$ cat config.mk
export PLATFORM = sky130hd
export DESIGN_NAME = rtc_calendar
export DESIGN_NICKNAME = d
export VERILOG_FILES = /design/src/rtl/rtc_cal_pkg.sv /design/src/rtl/rtc_wrap_inc.sv /design/src/rtl/rtc_hour_step.sv /design/src/rtl/rtc_alarm_cmp.sv /design/src/rtl/rtc_calendar.sv
export SDC_FILE = /design/constraint.sdc
export NUM_CORES = 1
export LEC_CHECK = 0
export ABC_AREA = 0
export BUFFER_PORTS_ARGS = -buffer_cell sky130_fd_sc_hd__buf_2
export CAP_MARGIN = 40
export CORE_AREA = 2 2 190 192
export CTS_CLUSTER_DIAMETER = 80
export DETAILED_ROUTE_END_ITERATION = 10
export DIE_AREA = 0 0 192 194
export HOLD_SLACK_MARGIN = 0.06
export PLACE_DENSITY_LB_ADDON = 0.1
export SLEW_MARGIN = 20
export SYNTH_ARGS = -nofsm -noshare
export SYNTH_HDL_FRONTEND = slang
export SYNTH_HIERARCHICAL = 1
export SYNTH_SLANG_ARGS = --single-unit
$ cat constraint.sdc
create_clock -name clk -period 6.66 [get_ports clk]
set_input_delay 1.332 -clock clk [delete_from_list [all_inputs] [get_ports clk]]
set_output_delay 1.332 -clock clk [all_outputs]
set_load 0.1 [all_outputs]
$ cat src/rtl/rtc_cal_pkg.sv
package rtc_cal_pkg;
   localparam int unsigned BYTE_W = 8;
   typedef logic [BYTE_W-1:0] byte_t;

   // register indices (alarm bytes follow the calendar bytes)
   localparam int unsigned IX_SEC   = 0;
   localparam int unsigned IX_MIN   = 1;
   localparam int unsigned IX_HOUR  = 2;
   localparam int unsigned IX_WDAY  = 3;
   localparam int unsigned IX_MDAY  = 4;
   localparam int unsigned IX_MON   = 5;
   localparam int unsigned IX_YEAR  = 6;
   localparam int unsigned IX_ASEC  = 7;
   localparam int unsigned IX_AMIN  = 8;
   localparam int unsigned IX_AHOUR = 9;

   // integer value to stored encoding
   function automatic byte_t to_fmt(input byte_t n, input logic bin);
      byte_t tens, ones;
      tens = n / 8'd10;
      ones = n % 8'd10;
      return bin ? n : {tens[3:0], ones[3:0]};
   endfunction

   // stored encoding to integer value
   function automatic byte_t from_fmt(input byte_t v, input logic bin);
      return bin ? v : (({4'd0, v[7:4]} * 8'd10) + {4'd0, v[3:0]});
   endfunction

   // add one in the stored encoding
   function automatic byte_t fmt_inc(input byte_t v, input logic bin);
      if (bin || v[3:0] < 4'd9) return v + 8'd1;
      return {v[7:4] + 4'd1, 4'd0};
   endfunction
endpackage

$ cat src/rtl/rtc_wrap_inc.sv
module rtc_wrap_inc
   import rtc_cal_pkg::*;
(
   input  byte_t cur,
   input  byte_t lo,
   input  byte_t hi,
   input  logic  bin,
   output byte_t nxt,
   output logic  wrap
);
   byte_t cur_val;

   always_comb begin
      cur_val = from_fmt(cur, bin);
      wrap    = (cur_val >= hi);
      nxt     = wrap ? to_fmt(lo, bin) : fmt_inc(cur, bin);
   end
endmodule

$ cat src/rtl/rtc_hour_step.sv
module rtc_hour_step
   import rtc_cal_pkg::*;
(
   input  byte_t cur,
   input  logic  bin,
   input  logic  h24,
   output byte_t nxt,
   output logic  day_wrap
);
   byte_t nxt24, hv, low_inc;
   logic  wrap24;
   byte_t one_enc, twelve_enc;

   rtc_wrap_inc u_h24 (
      .cur  (cur),
      .lo   (8'd0),
      .hi   (8'd23),
      .bin  (bin),
      .nxt  (nxt24),
      .wrap (wrap24)
   );

   always_comb begin
      hv         = from_fmt({1'b0, cur[6:0]}, bin);
      low_inc    = fmt_inc({1'b0, cur[6:0]}, bin);
      one_enc    = to_fmt(8'd1, bin);
      twelve_enc = to_fmt(8'd12, bin);
      if (h24) begin
         nxt      = nxt24;
         day_wrap = wrap24;
      end else if (hv >= 8'd12) begin
         nxt      = {cur[7], one_enc[6:0]};
         day_wrap = 1'b0;
      end else if (hv == 8'd11) begin
         nxt      = {~cur[7], twelve_enc[6:0]};
         day_wrap = cur[7];
      end else begin
         nxt      = {cur[7], low_inc[6:0]};
         day_wrap = 1'b0;
      end
   end
endmodule

$ cat src/rtl/rtc_alarm_cmp.sv
module rtc_alarm_cmp
   import rtc_cal_pkg::*;
#(
   parameter int unsigned FIELDS = 3
) (
   input  logic [FIELDS*BYTE_W-1:0] now_flat,
   input  logic [FIELDS*BYTE_W-1:0] alm_flat,
   output logic                     match
);
   logic [FIELDS-1:0] field_ok;

   for (genvar i = 0; i < FIELDS; i++) begin : g_field
      byte_t now_b, alm_b;
      assign now_b       = now_flat[i*BYTE_W +: BYTE_W];
      assign alm_b       = alm_flat[i*BYTE_W +: BYTE_W];
      assign field_ok[i] = (alm_b[7:6] == 2'b11) || (alm_b == now_b);
   end

   assign match = &field_ok;
endmodule

$ cat src/rtl/rtc_calendar.sv
module rtc_calendar
   import rtc_cal_pkg::*;
#(
   parameter int unsigned ADDR_W     = 4,
   parameter int unsigned DATA_W     = 8,
   parameter int unsigned WEEK_DAYS  = 7,
   parameter int unsigned YEAR_LAST  = 99,
   parameter int unsigned LEAP_EVERY = 4
) (
   input  logic              clk,
   input  logic              rst_n,
   input  logic              tick_1hz,
   input  logic              cfg_bin,
   input  logic              cfg_24h,
   input  logic              cfg_dst,
   input  logic              cfg_set,
   input  logic              reg_we,
   input  logic [ADDR_W-1:0] reg_addr,
   input  logic [DATA_W-1:0] reg_wdata,
   output logic [DATA_W-1:0] reg_rdata,
   output logic              update_pulse,
   output logic              alarm_pulse
);
   localparam int unsigned ALM_N     = 3;
   localparam int unsigned NUM_REGS  = 7 + ALM_N;
   localparam byte_t       LEAP_MASK = byte_t'(LEAP_EVERY - 1);

   if (DATA_W != BYTE_W) begin : g_bad_width
      $error("rtc_calendar: DATA_W must be 8");
   end
   if ((1 << ADDR_W) < NUM_REGS) begin : g_bad_addr
      $error("rtc_calendar: ADDR_W too small for register set");
   end
   if ((LEAP_EVERY & (LEAP_EVERY - 1)) != 0) begin : g_bad_leap
      $error("rtc_calendar: LEAP_EVERY must be a power of two");
   end

   byte_t sec_q, min_q, hr_q, wday_q, mday_q, mon_q, year_q;
   byte_t asec_q, amin_q, ahr_q;
   logic  fall_done_q;

   byte_t sec_nx, min_nx, hr_nx, wday_nx, mday_nx, mon_nx, year_nx;
   logic  sec_w, min_w, hr_w, wday_w, mday_w, mon_w, year_w;
   byte_t n_sec, n_min, n_hr, n_wday, n_mday, n_mon, n_year;
   byte_t mon_b, year_b, mday_b, dim;
   logic  advance, leap, carry_h, carry_d, carry_m, carry_y;
   logic  dst_hit, spring, fall, alarm_hit;

   assign advance = tick_1hz & ~cfg_set & ~reg_we;

   rtc_wrap_inc u_sec  (.cur(sec_q),  .lo(8'd0), .hi(8'd59), .bin(cfg_bin), .nxt(sec_nx),  .wrap(sec_w));
   rtc_wrap_inc u_min  (.cur(min_q),  .lo(8'd0), .hi(8'd59), .bin(cfg_bin), .nxt(min_nx),  .wrap(min_w));
   rtc_wrap_inc u_wday (.cur(wday_q), .lo(8'd1), .hi(byte_t'(WEEK_DAYS)), .bin(cfg_bin),
                        .nxt(wday_nx), .wrap(wday_w));
   rtc_wrap_inc u_mday (.cur(mday_q), .lo(8'd1), .hi(dim), .bin(cfg_bin), .nxt(mday_nx), .wrap(mday_w));
   rtc_wrap_inc u_mon  (.cur(mon_q),  .lo(8'd1), .hi(8'd12), .bin(cfg_bin), .nxt(mon_nx), .wrap(mon_w));
   rtc_wrap_inc u_year (.cur(year_q), .lo(8'd0), .hi(byte_t'(YEAR_LAST)), .bin(cfg_bin),
                        .nxt(year_nx), .wrap(year_w));

   rtc_hour_step u_hour (
      .cur      (hr_q),
      .bin      (cfg_bin),
      .h24      (cfg_24h),
      .nxt      (hr_nx),
      .day_wrap (hr_w)
   );

   // month length from the current month and year
   always_comb begin
      mon_b  = from_fmt(mon_q, cfg_bin);
      year_b = from_fmt(year_q, cfg_bin);
      mday_b = from_fmt(mday_q, cfg_bin);
      leap   = ((year_b & LEAP_MASK) == 8'd0);
      case (mon_b)
         8'd2:                    dim = leap ? 8'd29 : 8'd28;
         8'd4, 8'd6, 8'd9, 8'd11: dim = 8'd30;
         default:                 dim = 8'd31;
      endcase
   end

   // carry chain and daylight-saving override
   always_comb begin
      carry_h = sec_w & min_w;
      carry_d = carry_h & hr_w;
      carry_m = carry_d & mday_w;
      carry_y = carry_m & mon_w;
      dst_hit = cfg_dst & carry_h & (hr_q == 8'h01) & (wday_q == 8'h01);
      spring  = dst_hit & (mon_b == 8'd4) & (mday_b <= 8'd7);
      fall    = dst_hit & (mon_b == 8'd10) & (mday_b >= 8'd25) & ~fall_done_q;
      n_sec   = sec_nx;
      n_min   = sec_w ? min_nx : min_q;
      n_hr    = carry_h ? hr_nx : hr_q;
      if (spring) n_hr = 8'h03;
      if (fall)   n_hr = 8'h01;
      n_wday  = carry_d ? wday_nx : wday_q;
      n_mday  = carry_d ? mday_nx : mday_q;
      n_mon   = carry_m ? mon_nx : mon_q;
      n_year  = carry_y ? year_nx : year_q;
   end

   rtc_alarm_cmp #(.FIELDS(ALM_N)) u_alarm (
      .now_flat ({n_hr, n_min, n_sec}),
      .alm_flat ({ahr_q, amin_q, asec_q}),
      .match    (alarm_hit)
   );

   always_ff @(posedge clk) begin
      if (!rst_n) begin
         sec_q        <= 8'd0;
         min_q        <= 8'd0;
         hr_q         <= 8'd0;
         wday_q       <= 8'd1;
         mday_q       <= 8'd1;
         mon_q        <= 8'd1;
         year_q       <= 8'd0;
         asec_q       <= 8'd0;
         amin_q       <= 8'd0;
         ahr_q        <= 8'd0;
         fall_done_q  <= 1'b0;
         update_pulse <= 1'b0;
         alarm_pulse  <= 1'b0;
      end else begin
         update_pulse <= advance;
         alarm_pulse  <= advance & alarm_hit;
         if (advance && fall)    fall_done_q <= 1'b1;
         else if (hr_q != 8'h01) fall_done_q <= 1'b0;
         if (reg_we) begin
            case (reg_addr)
               ADDR_W'(IX_SEC):   sec_q  <= {1'b0, reg_wdata[6:0]};
               ADDR_W'(IX_MIN):   min_q  <= reg_wdata;
               ADDR_W'(IX_HOUR):  hr_q   <= reg_wdata;
               ADDR_W'(IX_WDAY):  wday_q <= reg_wdata;
               ADDR_W'(IX_MDAY):  mday_q <= reg_wdata;
               ADDR_W'(IX_MON):   mon_q  <= reg_wdata;
               ADDR_W'(IX_YEAR):  year_q <= reg_wdata;
               ADDR_W'(IX_ASEC):  asec_q <= reg_wdata;
               ADDR_W'(IX_AMIN):  amin_q <= reg_wdata;
               ADDR_W'(IX_AHOUR): ahr_q  <= reg_wdata;
               default: ;
            endcase
         end else if (advance) begin
            sec_q  <= n_sec;
            min_q  <= n_min;
            hr_q   <= n_hr;
            wday_q <= n_wday;
            mday_q <= n_mday;
            mon_q  <= n_mon;
            year_q <= n_year;
         end
      end
   end

   always_comb begin
      case (reg_addr)
         ADDR_W'(IX_SEC):   reg_rdata = sec_q;
         ADDR_W'(IX_MIN):   reg_rdata = min_q;
         ADDR_W'(IX_HOUR):  reg_rdata = hr_q;
         ADDR_W'(IX_WDAY):  reg_rdata = wday_q;
         ADDR_W'(IX_MDAY):  reg_rdata = mday_q;
         ADDR_W'(IX_MON):   reg_rdata = mon_q;
         ADDR_W'(IX_YEAR):  reg_rdata = year_q;
         ADDR_W'(IX_ASEC):  reg_rdata = asec_q;
         ADDR_W'(IX_AMIN):  reg_rdata = amin_q;
         ADDR_W'(IX_AHOUR): reg_rdata = ahr_q;
         default:           reg_rdata = '0;
      endcase
   end


   sec_msb_chk: assert property (@(posedge clk) disable iff (!rst_n) sec_q[7] == 1'b0);


   set_freeze_chk: assert property (@(posedge clk) disable iff (!rst_n)
      (cfg_set && !reg_we) |=> ($stable({hr_q, min_q, sec_q}) && !update_pulse));


   upd_source_chk: assert property (@(posedge clk) disable iff (!rst_n)
      update_pulse |-> $past(tick_1hz && !cfg_set && !reg_we));


   alarm_with_upd_chk: assert property (@(posedge clk) disable iff (!rst_n)
      alarm_pulse |-> update_pulse);


   wr_priority_chk: assert property (@(posedge clk) disable iff (!rst_n)
      (reg_we && tick_1hz) |=> !update_pulse);
endmodule

==> key figures <==
Logic synthesis
  • Largest cells by area after synthesis: ha_1 11%, dfxtp_1 9.5%, o21ai_0 6.2%
  • Synth Area in Compound Gates: 31.0%
  • Cell taking the most area after synthesis: ha_1
  • Synth unique cells: 92
  • Mean area per synthesized cell: 7.01 um^2
  • Synth Flop Type: dfxtp_1
  • Post-Syn Area: 17400 um^2
  • Synth Area in Adders: 13.0%
  • Mapped Cells: 2484
  • Largest family of logic cells by synthesized area: compound AO/OA/AOI/OAI gates
  • EDFF count, synth: 0
  • Register bit total from synthesis: 83
  • Register area share after synthesis: 9.54%
  • Post-synthesis xor/xnor area fraction: 6.24%
  • Async SR Flop Fraction: 0%
  • Syn. warnings: 6
  • Top-area cell type share of the netlist area: 10.8%
  • Post-synthesis mux area share: 5.89%
  • Simple-Gate Fraction of Synth Area: 26.6%

Worst setup path
  • Required time of the critical path: 6.90 ns
  • FF-to-FF Start: mon_q[7]
  • CP Cell Sequence: ha_1 -> ha_1 -> fa_1 -> nor2b_1 -> a21oi_1 -> o311ai_0 -> a21oi_1 -> nand2_1 -> ha_1 -> nand2b_1 -> a21o_1 -> a21oi_1 -> o21a_1 -> nand2_1 -> nand3_1 -> nand2_1 -> o211a_1
  • Crit path launch: mon_q[7]
  • Setup crit start kind: flip-flop
  • Critical setup path kind: flip-flop to flip-flop
  • CP max stage cell: o311ai_0
  • Family with the most delay on the worst path: compound AO/OA/AOI/OAI gates
  • CP Max Fanout: 16
  • Crit end category: flip-flop
  • WP data arrival: 5.57 ns
  • Crit path buffers/inverters: 0
  • CP peak stage delay: 0.78 ns

Routing
  • Routed WL: 51200 um
  • Routed Antenna Nets: 0
  • Drt drc: 0
  • DR vias/cell: 5.98
  • First DRT Iteration DRCs: 1613
  • Via count: 18.2k
  • Drt wl/cell: 16.9 um
  • TritonRoute pass-1 iters: 6

Floorplanning
  • Core Footprint: 35200 um^2
  • Area of the die: 37200 um^2
  • Site row count: 69
  • Boundary pin count: 30
  • Die H: 194 um
  • Chip width: 192 um
  • Initial Util: 49.4%

STA
  • Setup TNS: 0 ns
  • Min Tclk post-route: 5.33 ns
  • RSZ-0062 raised after global routing: false
  • Final hold viol count: 0
  • Max-slew violations: 0
  • Highest Clock Rate: 0.188 GHz
  • # setup viols final: 0
  • Relative slew slack: 39.9%
  • Final period util: 80.0%
  • Layout Skew: 0.00853 ns
  • Setup ws final: 1.33 ns
  • Slew at the pin closest to its max-slew limit: 0.891 ns

GRT
  • Total gr overflow: 0
  • Aggregate global-route resource usage: 27.1%
  • Initial antenna violation count: 0
  • Vias in the first global route: 16.7k
  • Pin count of the biggest net entering global routing: 83
  • First-pass GRT wire length: 84300 um

Status
  • Status: completed

Clock tree
  • Worst skew pair latency: 0.35 ns
  • CTS Sinks: 83
  • Clock Tree Buf Depth: 2
  • Root Driver: clkbuf_16
  • CTS tree: built
  • CTS resizes: 0
  • Hold buffers post-CTS: 0
  • CTS buffer count: 9
  • CTS clk-pin slew, worst paths: 0.07 ns
  • H-tree depth: 3
  • Post-CTS Repair Setup Buffers: 0

Pwr
  • Power per cell area: 100 nW/um^2
  • VDD IR max: 0.000145 V
  • Leakage: 8.79 nW

Placed design
  • Place WS: 1.27 ns
  • PortBufs: 29
  • HPWL Detailed: 37500 um
  • GP Congestion: 0.954

Cells and area
  • Antenna diodes: 0
  • Fin nets: 2757
  • Fraction of layout instances using a drive strength above 1: 5.75%
  • P&R area growth vs syn: 6.37%

Flow run
  • MaxCap Viol Count: 0

Min path
  • Hold WC Path Type: flip-flop to flip-flop
  • Hold_sp: asec_q[1]
through the flow:
| step | instance area [um^2] | cells | hold WS [ns] | power, mW | utilization, % |
|---|---|---|---|---|---|
| floorplan | 18100 | 2679 | 0.477 | 1.17 | - |
| global placement | 18200 | 3012 | 0.501 | 1.24 | 51.6 |
| detailed placement | 18200 | 3016 | 0.513 | 1.25 | 51.7 |
| CTS | 18500 | 3032 | 0.526 | 1.77 | 52.5 |
| global route | 18500 | 3034 | 0.557 | 1.97 | 52.6 |
| finish | 18500 | 3034 | 0.531 | 1.85 | 52.6 |
registers in the layout, summed over array words and instances, names as in the netlist:
signal        cells
mday_q            8
amin_q            8
ahr_q             8
update_pulse      1
year_q            8
hr_q              8
min_q             8
mon_q             8
sec_q             8
alarm_pulse       1
fall_done_q       1
asec_q            8
wday_q            8
tightest hold or removal path, stage by stage (launching register included):
cell      delay [ns]
dfxtp_1         0.33
o21ai_0         0.07
a21boi_0        0.08
cell type report:
cell class	count	area, um^2
Sequential cell	83	1660
Multi-Input combinational cell	2287	15100
Clock buffer	11	243
Fill cell	3567	16700
Timing Repair Buffer	53	332
Inverter	134	503
Tap cell	461	577
Clock inverter	5	61.3
cells by family after synthesis:
logic type	count (synthesis)
flops	83
fa+ha+maj	169
compound gates	793
other cells	4
buf+inv	309
mux	98
xor+xnor	124
simple gates	904
layout by cell type (no fill, tap or decap), types with 14 or more instances in the layout:
master / synthesis / final
nand3_1: 83 / 83
and3_1: 30 / 30
o21a_1: 26 / 26
and2b_1: 14 / 14
o21ai_0: 215 / 215
a211oi_1: 38 / 38
nor2_1: 181 / 181
buf_4: 14 / 24
inv_1: 126 / 126
mux2_2: 28 / 28
o221ai_1: 19 / 19
nand2b_1: 83 / 83
a21o_1: 24 / 24
a21oi_1: 147 / 147
mux2i_1: 62 / 62
nor4_1: 31 / 31
nand2_1: 241 / 241
a31oi_1: 35 / 34
xnor2_1: 47 / 47
buf_2: 26 / 28
fa_1: 19 / 19
nor3_1: 50 / 50
a211o_1: 25 / 25
conb_1: 4 / 199
ha_1: 150 / 150
nor2b_1: 86 / 86
a22oi_1: 22 / 22
dfxtp_1: 83 / 83
xor2_1: 77 / 77
or3_1: 21 / 21
o211a_1: 44 / 44
o211ai_1: 18 / 18
synthesized netlist by cell type (14+ instances only):
library cell and count:
nor2_1 181, buf_4 14, nor2b_1 86, and2b_1 14, nand3_1 83, and3_1 30, o21a_1 26, nand2b_1 83
a211oi_1 38, or3_1 21, buf_2 26, xor2_1 77, inv_1 126, a31oi_1 35, o21ai_0 215, nand2_1 241
o211ai_1 18, buf_6 14, ha_1 150, mux2i_1 62, dfxtp_1 83, fa_1 19, clkbuf_1 108, a21o_1 24
a21oi_1 147, o211a_1 44, a22oi_1 22, nor3_1 50, a211o_1 25, mux2_2 28, o221ai_1 19, nor4_1 31
xnor2_1 47
worst paths after layout:
kind          endpoint  slack, ns  cells past startpoint
max          year_q[4]       1.33                     17
min reg2reg  asec_q[1]       0.53                      2
min          asec_q[1]       0.53                      2
max reg2reg  year_q[4]       1.33                     17
where the power goes:
part           switching, mW  total [mW]  internal, mW
Combinational          0.492       0.783         0.291
Sequential            0.0354       0.544         0.509
Clock                  0.223       0.525         0.303
layer usage:
| metal | share of wire (%) | track usage [%] | vias up |
|---|---|---|---|
| li1 | - | - | 9022 |
| met1 | 46 | 38.2 | 8462 |
| met2 | 45 | 43.8 | 596 |
| met3 | 6.9 | 3.73 | 74 |
| met4 | 1.9 | 5.43 | 0 |
| met5 | 0 | 0 | - |
Power figures use the tool's default switching activity.
